### config.mk
export PLATFORM = sky130hd
export DESIGN_NAME = i2c_reg_slave
export DESIGN_NICKNAME = d
export VERILOG_FILES = /design/src/rtl/i2c_reg_pkg.sv /design/src/rtl/i2c_reg_sync.sv /design/src/rtl/i2c_reg_dp.sv /design/src/rtl/i2c_reg_ctrl.sv /design/src/rtl/i2c_reg_slave.sv
export SDC_FILE = /design/constraint.sdc
export NUM_CORES = 1
export LEC_CHECK = 0
export BUFFER_PORTS_ARGS = -buffer_cell sky130_fd_sc_hd__buf_2
export CAP_MARGIN = 5
export CORE_ASPECT_RATIO = 0.7
export CORE_MARGIN = 3
export CORE_UTILIZATION = 35
export DETAILED_ROUTE_END_ITERATION = 12
export GPL_ROUTABILITY_DRIVEN = 0
export GPL_TIMING_DRIVEN = 0
export SYNTH_ARGS = -nofsm -noshare
export SYNTH_HDL_FRONTEND = slang
export SYNTH_SLANG_ARGS = --single-unit
### constraint.sdc
create_clock -name clk -period 5.9 [get_ports clk]
set_input_delay 0.885 -clock clk [delete_from_list [all_inputs] [get_ports clk]]
set_output_delay 0.885 -clock clk [all_outputs]
set_load 0.02 [all_outputs]
### src/rtl/i2c_reg_pkg.sv
package i2c_reg_pkg;
  localparam int BYTE_W = 8;

  // Strobes from control into datapath, at most one data action per cycle
  typedef struct packed {
    logic rxShift;
    logic ptrLoad;
    logic memWrite;
    logic txLoad;
    logic txShift;
    logic ackDrive;
    logic sdaFree;
  } dpStrb_t;

  typedef enum logic [2:0] {
    S_IDLE,
    S_RECV,
    S_ACK_OUT,
    S_SEND,
    S_ACK_IN
  } ctrlState_t;

  typedef enum logic [1:0] {
    K_ADDR,
    K_PTR,
    K_DATA
  } byteKind_t;
endpackage

### src/rtl/i2c_reg_sync.sv
module i2c_reg_sync #(
  parameter int STAGES = 2
) (
  input  logic clk,
  input  logic rstN,
  input  logic sclIn,
  input  logic sdaIn,
  output logic sclS,
  output logic sdaS,
  output logic sclRise,
  output logic sclFall,
  output logic startEv,
  output logic stopEv
);
  logic [STAGES-1:0] sclPipe, sdaPipe;
  logic sclPrev, sdaPrev;

  always_ff @(posedge clk or negedge rstN) begin
    if (!rstN) begin
      sclPipe <= '1;
      sdaPipe <= '1;
      sclPrev <= 1'b1;
      sdaPrev <= 1'b1;
    end else begin
      sclPipe <= {sclPipe[STAGES-2:0], sclIn};
      sdaPipe <= {sdaPipe[STAGES-2:0], sdaIn};
      sclPrev <= sclS;
      sdaPrev <= sdaS;
    end
  end

  assign sclS    = sclPipe[STAGES-1];
  assign sdaS    = sdaPipe[STAGES-1];
  assign sclRise = sclS & ~sclPrev;
  assign sclFall = ~sclS & sclPrev;
  assign startEv = sclS & sclPrev & sdaPrev & ~sdaS;
  assign stopEv  = sclS & sclPrev & ~sdaPrev & sdaS;
endmodule

### src/rtl/i2c_reg_dp.sv
module i2c_reg_dp
  import i2c_reg_pkg::*;
#(
  parameter int DEPTH = 64,
  parameter int PTR_W = $clog2(DEPTH)
) (
  input  logic              clk,
  input  logic              rstN,
  input  dpStrb_t           strb,
  input  logic              sdaS,
  output logic [BYTE_W-1:0] rxByte,
  output logic [PTR_W-1:0]  ptr,
  output logic              sdaOe
);
  logic [BYTE_W-1:0] regFile [DEPTH];
  logic [BYTE_W-1:0] txReg;
  logic [PTR_W-1:0]  ptrNext;

  assign ptrNext = (ptr == PTR_W'(DEPTH - 1)) ? '0 : ptr + 1'b1;

  always_ff @(posedge clk or negedge rstN) begin
    if (!rstN) begin
      for (int i = 0; i < DEPTH; i++) regFile[i] <= '0;
      rxByte <= '0;
      txReg  <= '0;
      ptr    <= '0;
      sdaOe  <= 1'b0;
    end else begin
      if (strb.rxShift) rxByte <= {rxByte[BYTE_W-2:0], sdaS};
      if (strb.ptrLoad) ptr <= rxByte[PTR_W-1:0];
      if (strb.memWrite) begin
        regFile[ptr] <= rxByte;
        ptr          <= ptrNext;
      end
      if (strb.txLoad) begin
        txReg <= regFile[ptr];
        sdaOe <= ~regFile[ptr][BYTE_W-1];
        ptr   <= ptrNext;
      end
      if (strb.txShift) begin
        txReg <= txReg << 1;
        sdaOe <= ~txReg[BYTE_W-2];
      end
      if (strb.ackDrive) sdaOe <= 1'b1;
      if (strb.sdaFree)  sdaOe <= 1'b0;
    end
  end
endmodule

### src/rtl/i2c_reg_ctrl.sv
module i2c_reg_ctrl
  import i2c_reg_pkg::*;
#(
  parameter logic [6:0] DEV_ADDR = 7'b1101000
) (
  input  logic              clk,
  input  logic              rstN,
  input  logic              sclRise,
  input  logic              sclFall,
  input  logic              startEv,
  input  logic              stopEv,
  input  logic              sdaS,
  input  logic [BYTE_W-1:0] rxByte,
  output dpStrb_t           strb
);
  localparam logic [3:0] LAST_BIT = 4'(BYTE_W);

  ctrlState_t state, stateN;
  byteKind_t  kind, kindN;
  logic [3:0] bitCnt, cntN;
  logic       rwBit, rwN;

  always_comb begin
    strb   = '0;
    stateN = state;
    kindN  = kind;
    cntN   = bitCnt;
    rwN    = rwBit;
    if (startEv) begin
      stateN       = S_RECV;
      kindN        = K_ADDR;
      cntN         = '0;
      strb.sdaFree = 1'b1;
    end else if (stopEv) begin
      stateN       = S_IDLE;
      strb.sdaFree = 1'b1;
    end else begin
      case (state)
        S_RECV: begin
          if (sclRise && bitCnt != LAST_BIT) begin
            strb.rxShift = 1'b1;
            cntN         = bitCnt + 4'd1;
          end else if (sclFall && bitCnt == LAST_BIT) begin
            cntN = '0;
            case (kind)
              K_ADDR: begin
                if (rxByte[7:1] == DEV_ADDR) begin
                  rwN           = rxByte[0];
                  strb.ackDrive = 1'b1;
                  stateN        = S_ACK_OUT;
                end else begin
                  stateN = S_IDLE;
                end
              end
              K_PTR: begin
                strb.ptrLoad  = 1'b1;
                strb.ackDrive = 1'b1;
                stateN        = S_ACK_OUT;
              end
              default: begin
                strb.memWrite = 1'b1;
                strb.ackDrive = 1'b1;
                stateN        = S_ACK_OUT;
              end
            endcase
          end
        end
        S_ACK_OUT: begin
          if (sclFall) begin
            cntN = '0;
            if (kind == K_ADDR && rwBit) begin
              strb.txLoad = 1'b1;
              stateN      = S_SEND;
            end else begin
              strb.sdaFree = 1'b1;
              stateN       = S_RECV;
              kindN        = (kind == K_ADDR) ? K_PTR : K_DATA;
            end
          end
        end
        S_SEND: begin
          if (sclRise && bitCnt != LAST_BIT) begin
            cntN = bitCnt + 4'd1;
          end else if (sclFall) begin
            if (bitCnt == LAST_BIT) begin
              strb.sdaFree = 1'b1;
              cntN         = '0;
              stateN       = S_ACK_IN;
            end else begin
              strb.txShift = 1'b1;
            end
          end
        end
        S_ACK_IN: begin
          if (sclRise) begin
            if (sdaS) stateN = S_IDLE;
            else      cntN   = 4'd1;
          end else if (sclFall && bitCnt == 4'd1) begin
            strb.txLoad = 1'b1;
            cntN        = '0;
            stateN      = S_SEND;
          end
        end
        default: ;
      endcase
    end
  end

  always_ff @(posedge clk or negedge rstN) begin
    if (!rstN) begin
      state  <= S_IDLE;
      kind   <= K_ADDR;
      bitCnt <= '0;
      rwBit  <= 1'b0;
    end else begin
      state  <= stateN;
      kind   <= kindN;
      bitCnt <= cntN;
      rwBit  <= rwN;
    end
  end
endmodule

### src/rtl/i2c_reg_slave.sv
module i2c_reg_slave
  import i2c_reg_pkg::*;
#(
  parameter logic [6:0] DEV_ADDR    = 7'b1101000,
  parameter int         DEPTH       = 64,
  parameter int         SYNC_STAGES = 2
) (
  input  logic clk,
  input  logic rstN,
  input  logic sclIn,
  input  logic sdaIn,
  output logic sdaOe
);
  localparam int PTR_W = $clog2(DEPTH);

  logic sclS, sdaS, sclRise, sclFall, startEv, stopEv;
  logic [BYTE_W-1:0] rxByte;
  logic [PTR_W-1:0]  ptr;
  dpStrb_t           strb;

  i2c_reg_sync #(.STAGES(SYNC_STAGES)) u_sync (
    .clk(clk), .rstN(rstN), .sclIn(sclIn), .sdaIn(sdaIn),
    .sclS(sclS), .sdaS(sdaS), .sclRise(sclRise), .sclFall(sclFall),
    .startEv(startEv), .stopEv(stopEv)
  );

  i2c_reg_ctrl #(.DEV_ADDR(DEV_ADDR)) u_ctrl (
    .clk(clk), .rstN(rstN), .sclRise(sclRise), .sclFall(sclFall),
    .startEv(startEv), .stopEv(stopEv), .sdaS(sdaS), .rxByte(rxByte),
    .strb(strb)
  );

  i2c_reg_dp #(.DEPTH(DEPTH), .PTR_W(PTR_W)) u_dp (
    .clk(clk), .rstN(rstN), .strb(strb), .sdaS(sdaS),
    .rxByte(rxByte), .ptr(ptr), .sdaOe(sdaOe)
  );
endmodule

# Yosys cells after proc, flatten, opt, wreduce, memory -nomap -nowiden
# Index checks and enable logic that the tools add are counted.
# classes
add_sub_neg	2
order_cmp	2
bitwise_logic	17
n_reduce_logical	18
n_eq_ne	26
multipliers	0
n_mux	79
shifts	0
n_div	0
# ops
op	n
bitwise mux 512 bit	1
binary-select mux 8 bit (select 6 bit)	1
demux 8 bit (select 6 bit)	1
two-way mux 4 bit	11
two-way mux 3 bit	13
two-way mux 6 bit	6
two-way mux 1 bit	27
two-way mux 8 bit	3
two-way mux 2 bit	10
!= test 4 x 2 -> 1 bit, second input constant	4
!= test 4 x 3 -> 1 bit, second input constant	4
!= test 4 bit, second input constant	4
one-hot mux 4 bit (4 select lines)	1
two-way mux 7 bit	2
one-hot mux 3 bit (4 select lines)	1
inverter 1 bit	9
AND reduction 9 bit	1
AND reduction 8 bit	1
AND 1 bit	7
equality test 7 bit, second input constant	1
>= comparator 7 bit, second input constant	1
less-than comparator 7 x 1 -> 1 bit, second input constant	1
inverter 6 -> 7 bit	1
AND reduction 7 bit	1
other kinds (23)	32
# word_totals
input_bits	4
memories	0
register_bits	550
elab_cells	220
mem_bits_ro	0
ram_bits	0
latchBits	0

# Longest topological paths before layout
# Gate-level depths: netlist of run 1.
# depth
ltp_word	12
ltp_mapped	10

# By module
# A second synthesis of run 1 with hierarchy kept.
# hier_totals
hier_cells	1933
hier_area_um2	25927.4
# modules_own_cells
mod	area_per_inst_um2	seq_area_each_um2	instances	cells_each
i2c_reg_dp	24903.9	13362.8	1	1827
i2c_reg_ctrl	833.3	250.2	1	96
i2c_reg_sync	190.2	157.7	1	10

# Least setup slack after synthesis of run 1
# No wires, ideal clock.
# synth_timing
kind	register to register
startpoint	reg u_sync.sclPrev
endpoint	reg u_dp.regFile[0] (netlist bit)
setup_ns	0.125
required_ns	5.775
arrival_time_ns	2.130
period_less_slack_ns	2.255
path_slack_ns	3.645
stages_incl_launch_ff	9
path_buffers	3
path_cell_list	dfstp_2 > buf_2 > nor2b_1 > buf_4 > nand4_2 > or2_1 > buf_6 > nor2_8 > mux2_2
# synth_between
elab_chain_cells	7
# synth_lines
item	line	rtl
start: declaration	i2c_reg_sync.sv:16	logic sclPrev, sdaPrev;
start signal: assignment	i2c_reg_sync.sv:27	sclPrev <= sclS;
AND 1 bit / inverter 1 bit (equally long branches)	i2c_reg_sync.sv:35, i2c_reg_sync.sv:34	
logical AND 1 bit / AND 1 bit (equally long branches)	i2c_reg_ctrl.sv:43, i2c_reg_sync.sv:34	
two-way mux 2 bit / logical AND 1 bit (equally long branches)	i2c_reg_ctrl.sv:43, i2c_reg_ctrl.sv:40	
two-way mux 2 bit	i2c_reg_ctrl.sv:40	if (sclRise && bitCnt != LAST_BIT) begin
two-way mux 3 bit	i2c_reg_ctrl.sv:38	case (state)
two-way mux 6 bit	i2c_reg_ctrl.sv:34	end else if (stopEv) begin
two-way mux 6 bit *	i2c_reg_ctrl.sv:29	if (startEv) begin
end signal: indexed assignment	i2c_reg_dp.sv:32	regFile[ptr] <= rxByte;
end: declaration	i2c_reg_dp.sv:15	logic [BYTE_W-1:0] regFile [DEPTH];
# Every way passes the cells marked *; elsewhere a longest branch is shown, timed or not.
# A chain may end at the register's enable or synchronous reset.

# Final worst setup path of run 1
# layout_timing
startpoint	reg u_dp.ptr[2]
endpoint	reg u_dp.sdaOe
# layout_between
elab_chain_cells	9
# layout_lines
item	line	rtl
start: declaration	i2c_reg_dp.sv:12	output logic [PTR_W-1:0] ptr,
start signal: assignment	i2c_reg_dp.sv:30	if (strb.ptrLoad) ptr <= rxByte[PTR_W-1:0];
start signal: assignment	i2c_reg_dp.sv:33	ptr <= ptrNext;
start signal: assignment	i2c_reg_dp.sv:38	ptr <= ptrNext;
inverter 6 -> 7 bit (not written as such)	i2c_reg_dp.sv:37	sdaOe <= ~regFile[ptr][BYTE_W-1];
binary-select mux 8 bit (select 6 bit)	i2c_reg_dp.sv:37	
two-way mux 8 bit (2 in series)	-	
inverter 1 bit	i2c_reg_dp.sv:37	
two-way mux 1 bit	i2c_reg_dp.sv:35	if (strb.txLoad) begin
two-way mux 1 bit	i2c_reg_dp.sv:40	if (strb.txShift) begin
two-way mux 1 bit	i2c_reg_dp.sv:44	if (strb.ackDrive) sdaOe <= 1'b1;
two-way mux 1 bit	i2c_reg_dp.sv:45	if (strb.sdaFree) sdaOe <= 1'b0;
end signal: assignment	i2c_reg_dp.sv:37	
end signal: assignment	i2c_reg_dp.sv:42	sdaOe <= ~txReg[BYTE_W-2];
end: declaration	i2c_reg_dp.sv:13	output logic sdaOe
# No other way between the ends. The select of a mux whose other input is x is not followed.

==> results.yml, run 1 <==
critical_path:
  critical_path_depth: 8
  critical-path-top-delay-family: "compound AO/OA/AOI/OAI gates"
  crit_path_end_kind: "register"
  crit_arrival_ns: 5.08
  ff2ff_path_depth: 8
  crit_fanout: 10
  critPathMostFrequentCell: "buf_2"
  worstSetupPathType: "reg2reg"
  path_buf_inv: 3
  crit_chain: "buf_2, inv_1, buf_2, o221ai_1, a221oi_1, o22ai_1, o41ai_1, a211oi_1"
  crit_slowest_cell: "o41ai_1"
  start_kind: "register"
  max_stage_delay_ns: 0.94
  required_ns: 6.35
drt:
  via_per_inst: 6.50
  wl_per_cell_um: 35.2
  drt_first_pass_iters: 9
  drt-total-wl_um: 106000
  vias: 19600
  drt_iter0_drc: 3037
  final_antenna_net_count: 0
  drc: 0
timing:
  skew_ns: 0.0303
  rsz0062_at_grt: "false"
  period_share: 0.785
  period_needed_ns: 4.63
  setup-tns-final_ns: 0
  setup_ws_ns: 1.27
  hold_slack_ns: 0.200
  hold_violations: 0
  setup_violations: 0
  drv_slew: 6
  timing.slew.headroom: -0.00981
  timing.fmax_mhz: 216
  tightest_slew_ns: 1.51
cells_and_area:
  drive_above_1_share: 0.390
  nets: 2011
  layout.cells.non_filler: 3021
  fillerInstances: 6822
  syn_to_final_growth_pct: 12.6
global_route:
  grt_overflow: 0
  grt_pass1_wl_um: 147000
  grt.total_usage: 0.268
  grt_max_degree: 120
  antenna_found_initial: 21
  grt_pass1_vias: 18800
floorplanning:
  die_w_um: 331
  core_um2: 72400
  dieArea_um2: 77500
  ios: 5
  dieHeight_um: 234
  initial_core_util: 0.358
  core.rowCount: 82
cts:
  cts_tree: "built"
  clockBufferDepth: 3
  clock_latency_ns: 0.63
  cts_htree_levels: 2
  hold_buffers: 0
  numCtsBuffers: 52
  clock-sinks: 550
  cts_resized: 0
  postCtsSetupRepairBufs: 0
  cts_root_buffer: "clkbuf_16"
  clk_pin_slew_ns: 0.07
place:
  pre_cts_ws_ns: 1.70
  place_hpwl_um: 73700
  portBuffers: 4
  dp.cells: 2914
synth:
  netlist_top_cells_area: "dfrtp_1 (52%), mux2_2 (24%), mux4_2 (2.3%)"
  syn_inst: 1938
  yosys.area.top_type_share: 0.525
  synth-seq-area-share: 0.531
  synth_top_flop_cell: "dfrtp_1"
  synth_enable_flop_cells: 0
  syn_area_per_cell_um2: 13.4
  syn_area_um2: 25900
  ys_ff_latch: 550
  yosysUniqueCellTypes: 84
  synth_top_area_cell: "dfrtp_1"
  synth_warnings: 0
  syn_nets: 1946
  synth-async-reset-ratio: 1.00
status:
  violations: "max-capacitance violations, max-slew violations"
  outcome: "complete, but fails checks"
pwr:
  powerDensity_nw_per_um2: 266
  leakage_nw: 13.7
  peakVddDrop_mv: 0.243
hold_path:
  hold_path_class: "in2async"
job:
  drv_cap: 1
## cells in the mapped netlist, types with 10 or more instances
library cell / count
mux2_2: 556
dfrtp_1: 544
clkbuf_1: 88
nand2_1: 73
mux2i_1: 52
o22ai_1: 49
a221oi_1: 47
a22oi_1: 46
nor2_1: 43
buf_2: 40
a21oi_1: 38
o21ai_0: 38
mux4_2: 26
o221ai_1: 16
buf_4: 15
mux2_1: 14
nand3_1: 14
nand2b_1: 13
nor2b_1: 11
nand2_2: 10
## stage by stage
step / util / total power [W] / instance area (µm²)
final: 0.403 / 0.00777 / 29200
after global routing: 0.403 / 0.00794 / 29200
after CTS: 0.402 / 0.00776 / 29100
after detailed placement: 0.377 / 0.00415 / 27300
after global placement: 0.375 / 0.00413 / 27200
after floorplan: - / 0.00394 / 25900
## path summary, 6_finish.rpt
path	start	end	slack (ns)
min in group clk	u_sync.sclPipe[0]	u_sync.sclPipe[1]	0.36
setup / recovery	u_dp.ptr[2]	u_dp.sdaOe	1.27
hold / removal	rstN	u_dp.regFile[341]	0.20
hold reg to reg	u_sync.sclPipe[0]	u_sync.sclPipe[1]	0.36
max in group asynchronous	rstN	u_sync.sclPrev	3.81
setup reg to reg	u_dp.ptr[2]	u_dp.sdaOe	1.27
## worst reg2reg max path, stage by stage, from the launching register on
cell and delay [ns]:
dfrtp_1 0.48, buf_2 0.39, inv_1 0.55, buf_2 0.55, o221ai_1 0.23, a221oi_1 0.88, o22ai_1 0.26, o41ai_1 0.94
a211oi_1 0.17
## cells by family (layout without fill, tap and decap cells)
kind of cell,after synthesis,in the layout,synth area share
buffers and inverters,160,268,0.0278
AND/OR/NAND/NOR,255,255,0.0595
XOR/XNOR,2,2,0.000676
adder cells (fa/ha/maj),4,4,0.00193
AO/OA/AOI/OAI,319,319,0.0889
flip-flops,550,550,0.531
other,0,9,0
multiplexers,648,648,0.290
## registers in the layout, indices dropped and copies added (netlist names)
register	cells
u_ctrl.state	3
u_dp.txReg	7
u_ctrl.kind	2
u_dp.ptr	6
u_sync.sclPrev	1
u_sync.sdaPrev	1
u_sync.sclPipe	2
u_sync.sdaPipe	2
u_ctrl.bitCnt	4
u_dp.sdaOe	1
u_ctrl.rwBit	1
u_dp.rxByte	8
u_dp.regFile	512
## power by group
part           leakage (nW)  switching, W  total (W)  internal (W)
logic                  5.16      0.000254   0.000294     0.0000398
clock network         0.910       0.00159    0.00368       0.00209
registers              7.67     0.0000151    0.00380       0.00378
total                  13.7       0.00186    0.00777       0.00591
## cell usage in the layout, fill, tap and decap left out, types with 26 or more instances in the layout
| master | count |
|---|---|
| clkbuf_16 | 53 |
| a221oi_1 | 47 |
| nor2_1 | 43 |
| mux4_2 | 26 |
| o22ai_1 | 49 |
| dfrtp_1 | 544 |
| o21ai_0 | 38 |
| nand2_1 | 73 |
| a21oi_1 | 38 |
| clkbuf_1 | 96 |
| mux2_2 | 556 |
| a22oi_1 | 46 |
| buf_2 | 43 |
| mux2i_1 | 52 |
## routing by layer
layer / routed length (µm) / vias up / track usage / part of all wire
met5: 299 / - / 0.0152 / 0.0028
li1: - / 7403 / - / -
met4: 4820 / 16 / 0.0995 / 0.045
met1: 44800 / 10300 / 0.379 / 0.42
met3: 17300 / 349 / 0.136 / 0.16
met2: 39100 / 1591 / 0.340 / 0.37
## area by class of cell
class                           instances  area (µm²)  share of cell area
Antenna cell                            9        22.5            0.000771
Buffer                                149         682              0.0234
Clock buffer                           76        1550              0.0532
Clock inverter                         21         274             0.00939
Inverter                               11        41.3             0.00141
Multi-Input combinational cell       1228       11400               0.392
Sequential cell                       550       13800               0.472
Tap cell                              966        1210              0.0414
Timing Repair Buffer                   11         203             0.00694
No activity file was read; power rests on OpenSTA's default activity.
==> run 2: changes to the inputs <==
==> constraint.sdc (replaced) <==
create_clock -name clk -period 4.3 [get_ports clk]
set_input_delay 0.645 -clock clk [delete_from_list [all_inputs] [get_ports clk]]
set_output_delay 0.645 -clock clk [all_outputs]
set_load 0.02 [all_outputs]
==> run 2 against run 1 <==
Net effect: the run ends with negative setup slack left; largest cell class unchanged; hold slack worse by 0.062 ns; total power rose by 37%; global-route usage about the same; maximum frequency is 3.9% higher; first-iteration DRC count increased by 7.8%; combinational power rose by 37%; critical endpoint unchanged; sequential power up 37%.
==> results.yml, run 2 (synthesis results as in run 1) <==
status:
  outcome: "complete, but fails checks"
  violations: "negative setup slack"
cells_and_area:
  syn_to_final_growth_pct: 12.6
  largest_registers: "u_dp.regFile: 512 flops, u_dp.rxByte: 8 flops, u_dp.txReg: 7 flops"
  final_cell_mix: "mux2_2 (556), dfrtp_1 (544), clkbuf_1 (96), nand2_1 (73), clkbuf_16 (53)"
  final_common_cell: "mux2_2"
  fillerInstances: 6825
  nets: 2012
  largest_reg_flops: 512
  drive_above_1_share: 0.390
  top_register: "u_dp.regFile"
hold_path:
  hold_path_class: "in2reg"
  hold_start: "sdaIn"
timing:
  period_share: 1.04
  drv_slew: 0
  timing.slew.headroom: 0.0250
  rsz0062_at_grt: "false"
  period_needed_ns: 4.46
  skew_ns: 0.0298
  tightest_slew_ns: 1.46
  hold_violations: 0
  timing.fmax_mhz: 224
  hold_slack_ns: 0.139
  setup_ws_ns: -0.156
  setup_violations: 1
global_route:
  grt_overflow: 0
  grt.total_usage: 0.268
  grt_pass1_vias: 18800
  grt_pass1_wl_um: 147000
  grt_max_degree: 120
  antenna_found_initial: 21
drt:
  drt-total-wl_um: 106000
  final_antenna_net_count: 0
  vias: 19600
  wl_per_cell_um: 35.3
  drt_first_pass_iters: 7
  drt_iter0_drc: 3275
  via_per_inst: 6.49
  drc: 0
job:
  drv_cap: 0
cts:
  clock_latency_ns: 0.62
  cts_tree: "built"
  clk_pin_slew_ns: 0.07
  cts_root_buffer: "clkbuf_16"
  cts_htree_levels: 2
  numCtsBuffers: 52
  clockBufferDepth: 3
  clock-sinks: 550
floorplanning:
  core.rowCount: 82
  core_um2: 72400
  ios: 5
  initial_core_util: 0.358
  dieArea_um2: 77500
  dieHeight_um: 234
  die_w_um: 331
place:
  portBuffers: 4
  pre_cts_ws_ns: 0.102
  place_hpwl_um: 73700
pwr:
  powerDensity_nw_per_um2: 365
  peakVddDrop_mv: 0.332
  leakage_nw: 13.7
critical_path:
  crit_start: "u_dp.ptr[2]"
  required_ns: 4.75
  worstSetupPathType: "reg2reg"
  crit_path_end_kind: "register"
  crit_fanout: 10
  crit_arrival_ns: 4.91
  start_kind: "register"
  r2r-start: "u_dp.ptr[2]"
==> run 2: layout make-up <==
class	instances	area, µm²	area share
antenna	4	10.0	0.000343
buffer	149	682	0.0234
clock buffer	76	1550	0.0532
clock inverter	21	274	0.00938
inverter	11	41.3	0.00141
multi-input combinational	1228	11400	0.392
sequential	550	13800	0.472
tap	966	1210	0.0414
timing repair buffer	12	213	0.00728
==> run 2: worst max-delay path, cell delays in order, from the launching register on <==
cell	delay [ns]
dfrtp_1	0.47
buf_2	0.38
inv_1	0.53
buf_2	0.54
o221ai_1	0.22
a221oi_1	0.90
o22ai_1	0.32
o41ai_2	0.72
a211oi_1	0.17
==> run 2: what timing repair did <==
| action | CTS | global route |
|---|---|---|
| gates resized for setup | 0 | 1 |
| hold endpoints to repair | 3 | 0 |
| hold buffers | 1 | 0 |
| buffers inserted | 0 | 0 |
| setup endpoints to repair | 0 | 1 |
==> run 2: through the flow <==
| stage | power (W) | instance area [µm²] | utilization | setup TNS, ns | std cells |
|---|---|---|---|---|---|
| after floorplan | 0.00541 | 25900 | - | 0 | 1938 |
| after global placement | 0.00567 | 27200 | 0.375 | -4632.94 | 2908 |
| after detailed placement | 0.00569 | 27300 | 0.377 | 0 | 2914 |
| after CTS | 0.0107 | 29200 | 0.402 | 0 | 3012 |
| after global routing | 0.0109 | 29200 | 0.403 | 0 | 3013 |
| final | 0.0107 | 29200 | 0.403 | -0.156 | 3017 |
==> run 2: final timing paths <==
path / end / slack (ns) / depth (start not counted)
worst min-delay path: u_sync.sdaPipe[0] / 0.14 / 1
worst min register to register: u_sync.sclPipe[1] / 0.36 / 0
worst max register to register: u_dp.sdaOe / -0.16 / 8
max in group asynchronous: u_sync.sclPrev / 1.87 / 5
min in group asynchronous: u_dp.regFile[341] / 0.56 / 2
worst max-delay path: u_dp.sdaOe / -0.16 / 8
==> run 2: power by group <==
| part | switching [W] | internal [W] | leakage, nW |
|---|---|---|---|
| Combinational | 0.000349 | 0.0000552 | 5.17 |
| Sequential | 0.0000209 | 0.00519 | 7.67 |
| Clock | 0.00218 | 0.00287 | 0.910 |
==> run 2: metal layers <==
metal	GRT usage	vias to the layer above	share of wire
met2	0.340	1628	0.37
met3	0.136	371	0.16
li1	-	7411	-
met4	0.0995	14	0.047
met5	0.0152	-	0.0022
met1	0.379	10200	0.42
